## config.mk

```make
export PLATFORM = sky130hd
export DESIGN_NAME = hires_pwm
export DESIGN_NICKNAME = d
export VERILOG_FILES = /design/src/rtl/hrpwm_pkg.sv /design/src/rtl/hrpwm_ctrl.sv /design/src/rtl/hrpwm_cmp.sv /design/src/rtl/hrpwm_datapath.sv /design/src/rtl/hires_pwm.sv
export SDC_FILE = /design/constraint.sdc
export NUM_CORES = 1
export LEC_CHECK = 0
export ABC_AREA = 1
export BUFFER_PORTS_ARGS = -buffer_cell sky130_fd_sc_hd__buf_2
export CAP_MARGIN = 20
export CORE_ASPECT_RATIO = 1.25
export CORE_MARGIN = 3
export CORE_UTILIZATION = 47
export DETAILED_ROUTE_END_ITERATION = 12
export GPL_ROUTABILITY_DRIVEN = 0
export PLACE_DENSITY = 0.76
export SETUP_SLACK_MARGIN = 0.02
export SLEW_MARGIN = 15
export SYNTH_ARGS = -nofsm -noshare
export SYNTH_HDL_FRONTEND = slang
export SYNTH_HIERARCHICAL = 1
export SYNTH_SLANG_ARGS = --single-unit
```

## constraint.sdc

```tcl
create_clock -name clk -period 2.9 [get_ports clk]
set_clock_uncertainty 0.05 [all_clocks]
set_input_delay 0.435 -clock clk [delete_from_list [all_inputs] [get_ports clk]]
set_output_delay 0.435 -clock clk [all_outputs]
set_load 0.05 [all_outputs]
```

## src/rtl/hrpwm_pkg.sv

```systemverilog
package hrpwm_pkg;

  // Number of fine-count bits inside one coarse step (128 fine clocks).
  localparam int FINE_W = 7;

  // Pin action; bit 0 is the level driven on a compare match,
  // bit 1 marks the pulse types that also act at the period start.
  typedef enum logic [1:0] {
    ACT_CLEAR    = 2'b00,
    ACT_SET      = 2'b01,
    ACT_PULSE_LO = 2'b10,
    ACT_PULSE_HI = 2'b11
  } pin_act_e;

  // Strobes from the sequencing control to the datapath.
  typedef struct packed {
    logic loadActive;   // last clock of the period: copy shadow to active
    logic periodStart;  // composite count is zero
    logic evalPoint;    // fine count is zero (coarse-mode compare point)
  } pwm_strobe_t;

endpackage

```

## src/rtl/hrpwm_ctrl.sv

```systemverilog
module hrpwm_ctrl
  import hrpwm_pkg::*;
#(
  parameter int CNT_W  = 6,
  parameter int FINE_W_P = FINE_W
) (
  input  logic                clk,
  input  logic                rstN,
  input  logic [CNT_W-1:0]    activeMax,
  output logic [FINE_W_P-1:0] fineCnt,
  output logic [CNT_W-1:0]    coarseCnt,
  output pwm_strobe_t         strb
);

  localparam logic [FINE_W_P-1:0] FINE_LAST = {FINE_W_P{1'b1}};

  logic fineEnd;
  logic periodEnd;

  assign fineEnd   = (fineCnt == FINE_LAST);
  assign periodEnd = fineEnd && (coarseCnt == activeMax);

  always_ff @(posedge clk) begin
    if (!rstN) begin
      fineCnt   <= '0;
      coarseCnt <= '0;
    end else if (periodEnd) begin
      fineCnt   <= '0;
      coarseCnt <= '0;
    end else begin
      fineCnt <= fineCnt + 1'b1;
      if (fineEnd) begin
        coarseCnt <= coarseCnt + 1'b1;
      end
    end
  end

  always_comb begin
    strb.loadActive  = periodEnd;
    strb.periodStart = (fineCnt == '0) && (coarseCnt == '0);
    strb.evalPoint   = (fineCnt == '0);
  end

endmodule

```

## src/rtl/hrpwm_cmp.sv

```systemverilog
module hrpwm_cmp #(
  parameter int CNT_W  = 6,
  parameter int FINE_W = 7,
  parameter int DATA_W = CNT_W + FINE_W + 1
) (
  input  logic [CNT_W-1:0]  coarseCnt,
  input  logic [FINE_W-1:0] fineCnt,
  input  logic [DATA_W-1:0] threshold,
  input  logic              fineMode,
  input  logic              evalPoint,
  output logic              hit
);

  localparam int COARSE_CMP_W = DATA_W - FINE_W;

  logic [DATA_W-1:0]       composite;
  logic [COARSE_CMP_W-1:0] coarseExt;
  logic                    fineHit;
  logic                    coarseHit;

  assign composite = {1'b0, coarseCnt, fineCnt};
  assign coarseExt = {1'b0, coarseCnt};

  // Fine compare: every clock against the full composite count.
  assign fineHit = (composite >= threshold);

  // Coarse compare: low threshold bits dropped, tested at fine count zero.
  assign coarseHit = evalPoint && (coarseExt >= threshold[DATA_W-1:FINE_W]);

  assign hit = fineMode ? fineHit : coarseHit;

endmodule

```

## src/rtl/hrpwm_datapath.sv

```systemverilog
module hrpwm_datapath
  import hrpwm_pkg::*;
#(
  parameter int CNT_W    = 6,
  parameter int FINE_W_P = FINE_W,
  parameter int DATA_W   = CNT_W + FINE_W_P + 1
) (
  input  logic                clk,
  input  logic                rstN,
  input  pwm_strobe_t         strb,
  input  logic [FINE_W_P-1:0] fineCnt,
  input  logic [CNT_W-1:0]    coarseCnt,
  input  logic                cfgWr,
  input  logic [CNT_W-1:0]    maxCount,
  input  logic [DATA_W-1:0]   cmpData,
  input  logic [1:0]          actSel,
  input  logic                fineMode,
  output logic [CNT_W-1:0]    activeMax,
  output logic [DATA_W-1:0]   activeData,
  output logic [1:0]          activeAct,
  output logic                activeFine,
  output logic                pinOut
);

  // Shadow configuration, written by the host strobe.
  logic [CNT_W-1:0]  shadowMax;
  logic [DATA_W-1:0] shadowData;
  pin_act_e          shadowAct;
  logic              shadowFine;

  // Active configuration, used by the compare.
  logic [CNT_W-1:0]  curMax;
  logic [DATA_W-1:0] curData;
  pin_act_e          curAct;
  logic              curFine;

  logic cmpHit;
  logic pinQ;
  logic pinNext;

  always_ff @(posedge clk) begin
    if (!rstN) begin
      shadowMax  <= '0;
      shadowData <= '0;
      shadowAct  <= ACT_CLEAR;
      shadowFine <= 1'b0;
    end else if (cfgWr) begin
      shadowMax  <= maxCount;
      shadowData <= cmpData;
      shadowAct  <= pin_act_e'(actSel);
      shadowFine <= fineMode;
    end
  end

  always_ff @(posedge clk) begin
    if (!rstN) begin
      curMax  <= '0;
      curData <= '0;
      curAct  <= ACT_CLEAR;
      curFine <= 1'b0;
    end else if (strb.loadActive) begin
      curMax  <= shadowMax;
      curData <= shadowData;
      curAct  <= shadowAct;
      curFine <= shadowFine;
    end
  end

  hrpwm_cmp #(
    .CNT_W (CNT_W),
    .FINE_W(FINE_W_P),
    .DATA_W(DATA_W)
  ) u_cmp (
    .coarseCnt(coarseCnt),
    .fineCnt  (fineCnt),
    .threshold(curData),
    .fineMode (curFine),
    .evalPoint(strb.evalPoint),
    .hit      (cmpHit)
  );

  // Compare action outranks the period-start opposite action.
  always_comb begin
    pinNext = pinQ;
    if (cmpHit) begin
      pinNext = curAct[0];
    end else if (strb.periodStart && curAct[1]) begin
      pinNext = ~curAct[0];
    end
  end

  always_ff @(posedge clk) begin
    if (!rstN) begin
      pinQ <= 1'b0;
    end else begin
      pinQ <= pinNext;
    end
  end

  assign pinOut     = pinQ;
  assign activeMax  = curMax;
  assign activeData = curData;
  assign activeAct  = curAct;
  assign activeFine = curFine;

endmodule

```

## src/rtl/hires_pwm.sv

```systemverilog
module hires_pwm
  import hrpwm_pkg::*;
#(
  parameter int CNT_W  = 6,
  parameter int FINE_W_P = FINE_W,
  localparam int DATA_W = CNT_W + FINE_W_P + 1
) (
  input  logic              clk,
  input  logic              rstN,
  input  logic              cfgWr,
  input  logic [CNT_W-1:0]  maxCount,
  input  logic [DATA_W-1:0] cmpData,
  input  logic [1:0]        actSel,
  input  logic              fineMode,
  output logic              pinOut
);

  logic [FINE_W_P-1:0] fineCnt;
  logic [CNT_W-1:0]    coarseCnt;
  logic [CNT_W-1:0]    activeMax;
  logic [DATA_W-1:0]   activeData;
  logic [1:0]          activeAct;
  logic                activeFine;
  pwm_strobe_t         strb;

  hrpwm_ctrl #(
    .CNT_W   (CNT_W),
    .FINE_W_P(FINE_W_P)
  ) u_ctrl (
    .clk      (clk),
    .rstN     (rstN),
    .activeMax(activeMax),
    .fineCnt  (fineCnt),
    .coarseCnt(coarseCnt),
    .strb     (strb)
  );

  hrpwm_datapath #(
    .CNT_W   (CNT_W),
    .FINE_W_P(FINE_W_P),
    .DATA_W  (DATA_W)
  ) u_dp (
    .clk       (clk),
    .rstN      (rstN),
    .strb      (strb),
    .fineCnt   (fineCnt),
    .coarseCnt (coarseCnt),
    .cfgWr     (cfgWr),
    .maxCount  (maxCount),
    .cmpData   (cmpData),
    .actSel    (actSel),
    .fineMode  (fineMode),
    .activeMax (activeMax),
    .activeData(activeData),
    .activeAct (activeAct),
    .activeFine(activeFine),
    .pinOut    (pinOut)
  );

endmodule

```

==> flow_summary.toml <==
[clock_network]
cts_tree = "done"
clock_path_buffers = 2
h-tree-depth = 3
numCtsBuffers = 9
cts-root-buf = "clkbuf_8"
cts_resized = 0
postCtsSetupBuffers = 0
path_clk_slew_ns = 0.07
insertion_delay_ns = 0.34
cts.sinks = 60
postCtsHoldBufs = 0

[sta]
clock.fmax_ghz = 0.476
fin_crit_sh_pct = 72.4
layout_min_cycle_time_ns = 2.10
setup_viol = 0
hold_viol = 0
tightest_slew_ns = 0.670
rsz0062_at_grt = "no"
tns_ns = 0
worst_slack_ns = 0.800
final-max-slew-violation-count = 0
max-slew-margin-rel_pct = 55.4

[outcome]
outcome = "completed"

[drt]
antenna_left = 0
avgViaCountPerCell = 4.68
detail_route.iter0.violations = 145
drc = 0
routed_wl_mm = 5.37
via_count = 2408
drtPass1Iterations = 4
wl_per_cell_um = 10.4

[finish]
nNetsFinal = 472
synthToLayoutAreaGrowth_pct = 10.2
fill_cells = 575
antennaDiodeCount = 0
drive_above_1_share_pct = 14.3

[placed_design]
pre_cts_slack_ns = 0.835
portBuffers = 26
dpl.hpwl_mm = 3.79

[synthesis]
syn_avg_cell_area_um2 = 7.25
ys_warn_count = 6
synth_nets = 449
syn_area_um2 = 2940
ys_ff_latch = 60
synth_top_area_cell = "dfxtp_1"
seq_area_frac_synth_pct = 40.9
synth_most_common_cell = "nor2_1"
synthFlopType = "dfxtp_1"
synthesis.instances = 405
yosys.area.top_type_share_pct = 40.9
synthTopCellsByCount = "nor2_1, dfxtp_1, nand2_1"
synth_cell_types = 28
synth-edff-count = 0
synthTopCellsByArea = "dfxtp_1, nor2_1, ha_1"
synth-async-reset-ratio_pct = 0

[worst_setup_path]
cp_data_arrival_time_ns = 2.26
ff2ff_path_depth = 8
rrSetupSlack_ns = 0.80
cp-startpoint = "u_ctrl/fineCnt[0]"
worstReg2RegEnd = "u_dp/activeAct[0]"
critPathLaunchType = "flop"
crit_end = "u_dp/activeAct[0]"
end_kind = "flop"
critPathKind = "flop to flop"
timing.rr.start = "u_ctrl/fineCnt[0]"
worstPathRequired_ns = 3.06
critical_path.max_fanout = 24

[power_and_ir_drop]
p_leak_nw = 1.52
ir_worst_vdd_mv = 0.427
pwr_density_cell_nw_per_um2 = 535

[die]
die_h_um = 94.4
dieArea_um2 = 7240
ios = 27
start_util_pct = 49.5
placementRows = 31
fp.coreArea_um2 = 5930
die_x_um = 76.7

[global_routing]
antenna_found_initial = 0
grt_pass1_wl_mm = 9.54
grt_max_degree = 49
first_global_vias = 2208
grt_overflow = 0
grt_util_all_layers_pct = 16.2

[run]
maxCapViolCount = 0

[min_path]
hp-class = "input port to flop"
[cells in the final DEF, fill, tap and decap left out, types with 2 or more instances in the layout]
| master | synthesis | layout |
|---|---|---|
| a21oi_1 | 4 | 4 |
| buf_2 | 0 | 26 |
| clkbuf_8 | 0 | 10 |
| dfxtp_1 | 60 | 60 |
| ha_1 | 18 | 18 |
| inv_1 | 51 | 51 |
| inv_2 | 4 | 4 |
| nand2_1 | 55 | 55 |
| nand2_2 | 4 | 4 |
| nand3_1 | 11 | 11 |
| nor2_1 | 107 | 107 |
| nor2_2 | 8 | 8 |
| nor2_4 | 2 | 2 |
| o21ai_0 | 41 | 41 |
| o21ai_1 | 8 | 8 |
| xnor2_1 | 2 | 2 |
| xor2_1 | 5 | 5 |
[where the power goes]
part / leakage (nW) / total (W) / switching, W / internal, W
Clock: 0.0999 / 0.000757 / 0.000334 / 0.000423
Sequential: 0.490 / 0.000867 / 0.0000162 / 0.000851
Combinational: 0.926 / 0.000106 / 0.0000632 / 0.0000425
[worst min-delay path by stage]
stage,from,end,slack (ns),cells after the start
2_1_floorplan,u_ctrl/fineCnt[0],u_ctrl/fineCnt[0],0.39,1
3_3_place_gp,u_ctrl/fineCnt[0],u_ctrl/fineCnt[0],0.40,1
3_5_place_dp,u_ctrl/fineCnt[0],u_ctrl/fineCnt[0],0.41,1
4_1_cts,cmpData[4],u_dp/shadowData[4],0.26,3
5_1_grt,maxCount[4],u_dp/shadowMax[4],0.27,3
6_report,cmpData[4],u_dp/shadowData[4],0.26,3
[logic make-up (layout without fill, tap and decap cells)]
logic type               after synthesis  in the layout  share of synthesized area (%)
AO/OA/AOI/OAI                         55             55                           9.55
XOR/XNOR                               7              7                           2.09
adder cells (fa/ha/maj)               18             18                           7.67
buffers and inverters                 71             99                           12.0
flip-flops                            60             60                           40.9
AND/OR/NAND/NOR                      194            194                           27.7
[layer usage]
| layer | global-route usage, % | wire length (um) | vias to the layer above |
|---|---|---|---|
| li1 | - | - | 1295 |
| met1 | 19.7 | 2590 | 1075 |
| met2 | 27.0 | 2520 | 30 |
| met3 | 4.48 | 181 | 8 |
| met4 | 6.80 | 80 | 0 |
| met5 | 0 | 0 | - |
[metrics by stage]
| step | utilization, % | cells | instance area [um^2] | power, W | hold WS (ns) |
|---|---|---|---|---|---|
| floorplan | - | 405 | 2940 | 0.000966 | 0.391 |
| global placement | 51.1 | 499 | 3030 | 0.000988 | 0.404 |
| detailed placement | 51.1 | 499 | 3030 | 0.000992 | 0.411 |
| CTS | 54.5 | 515 | 3230 | 0.00174 | 0.256 |
| global route | 54.5 | 515 | 3230 | 0.00180 | 0.267 |
| finish | 54.5 | 515 | 3230 | 0.00173 | 0.264 |
[worst max-delay path, stage by stage (launching register included)]
cell,delay (ns)
dfxtp_1,0.39
ha_1,0.25
nand3_2,0.13
nor2_4,0.23
nand4_2,0.15
inv_1,0.26
inv_2,0.23
o21ai_0,0.22
a21oi_1,0.06
[state kept, by name, summed over array words and instances (netlist names)]
register,flops
u_dp/activeData,14
u_dp/shadowData,14
u_ctrl/fineCnt,7
u_ctrl/coarseCnt,6
u_dp/activeMax,6
u_dp/shadowMax,6
u_dp/activeAct,2
u_dp/shadowAct,2
u_dp/activeFine,1
u_dp/pinOut,1
u_dp/shadowFine,1
[layout make-up]
type                       count  area, um^2  share of cell area [%]
sequential                    60        1200                    37.1
inverter                      56         210                    6.50
timing repair buffer          27         138                    4.26
clock buffer                  11         141                    4.37
multi-input combinational    274        1380                    42.7
tap                           82         103                    3.17
clock inverter                 5        60.1                    1.86
No activity file was read; power rests on OpenSTA's default activity.
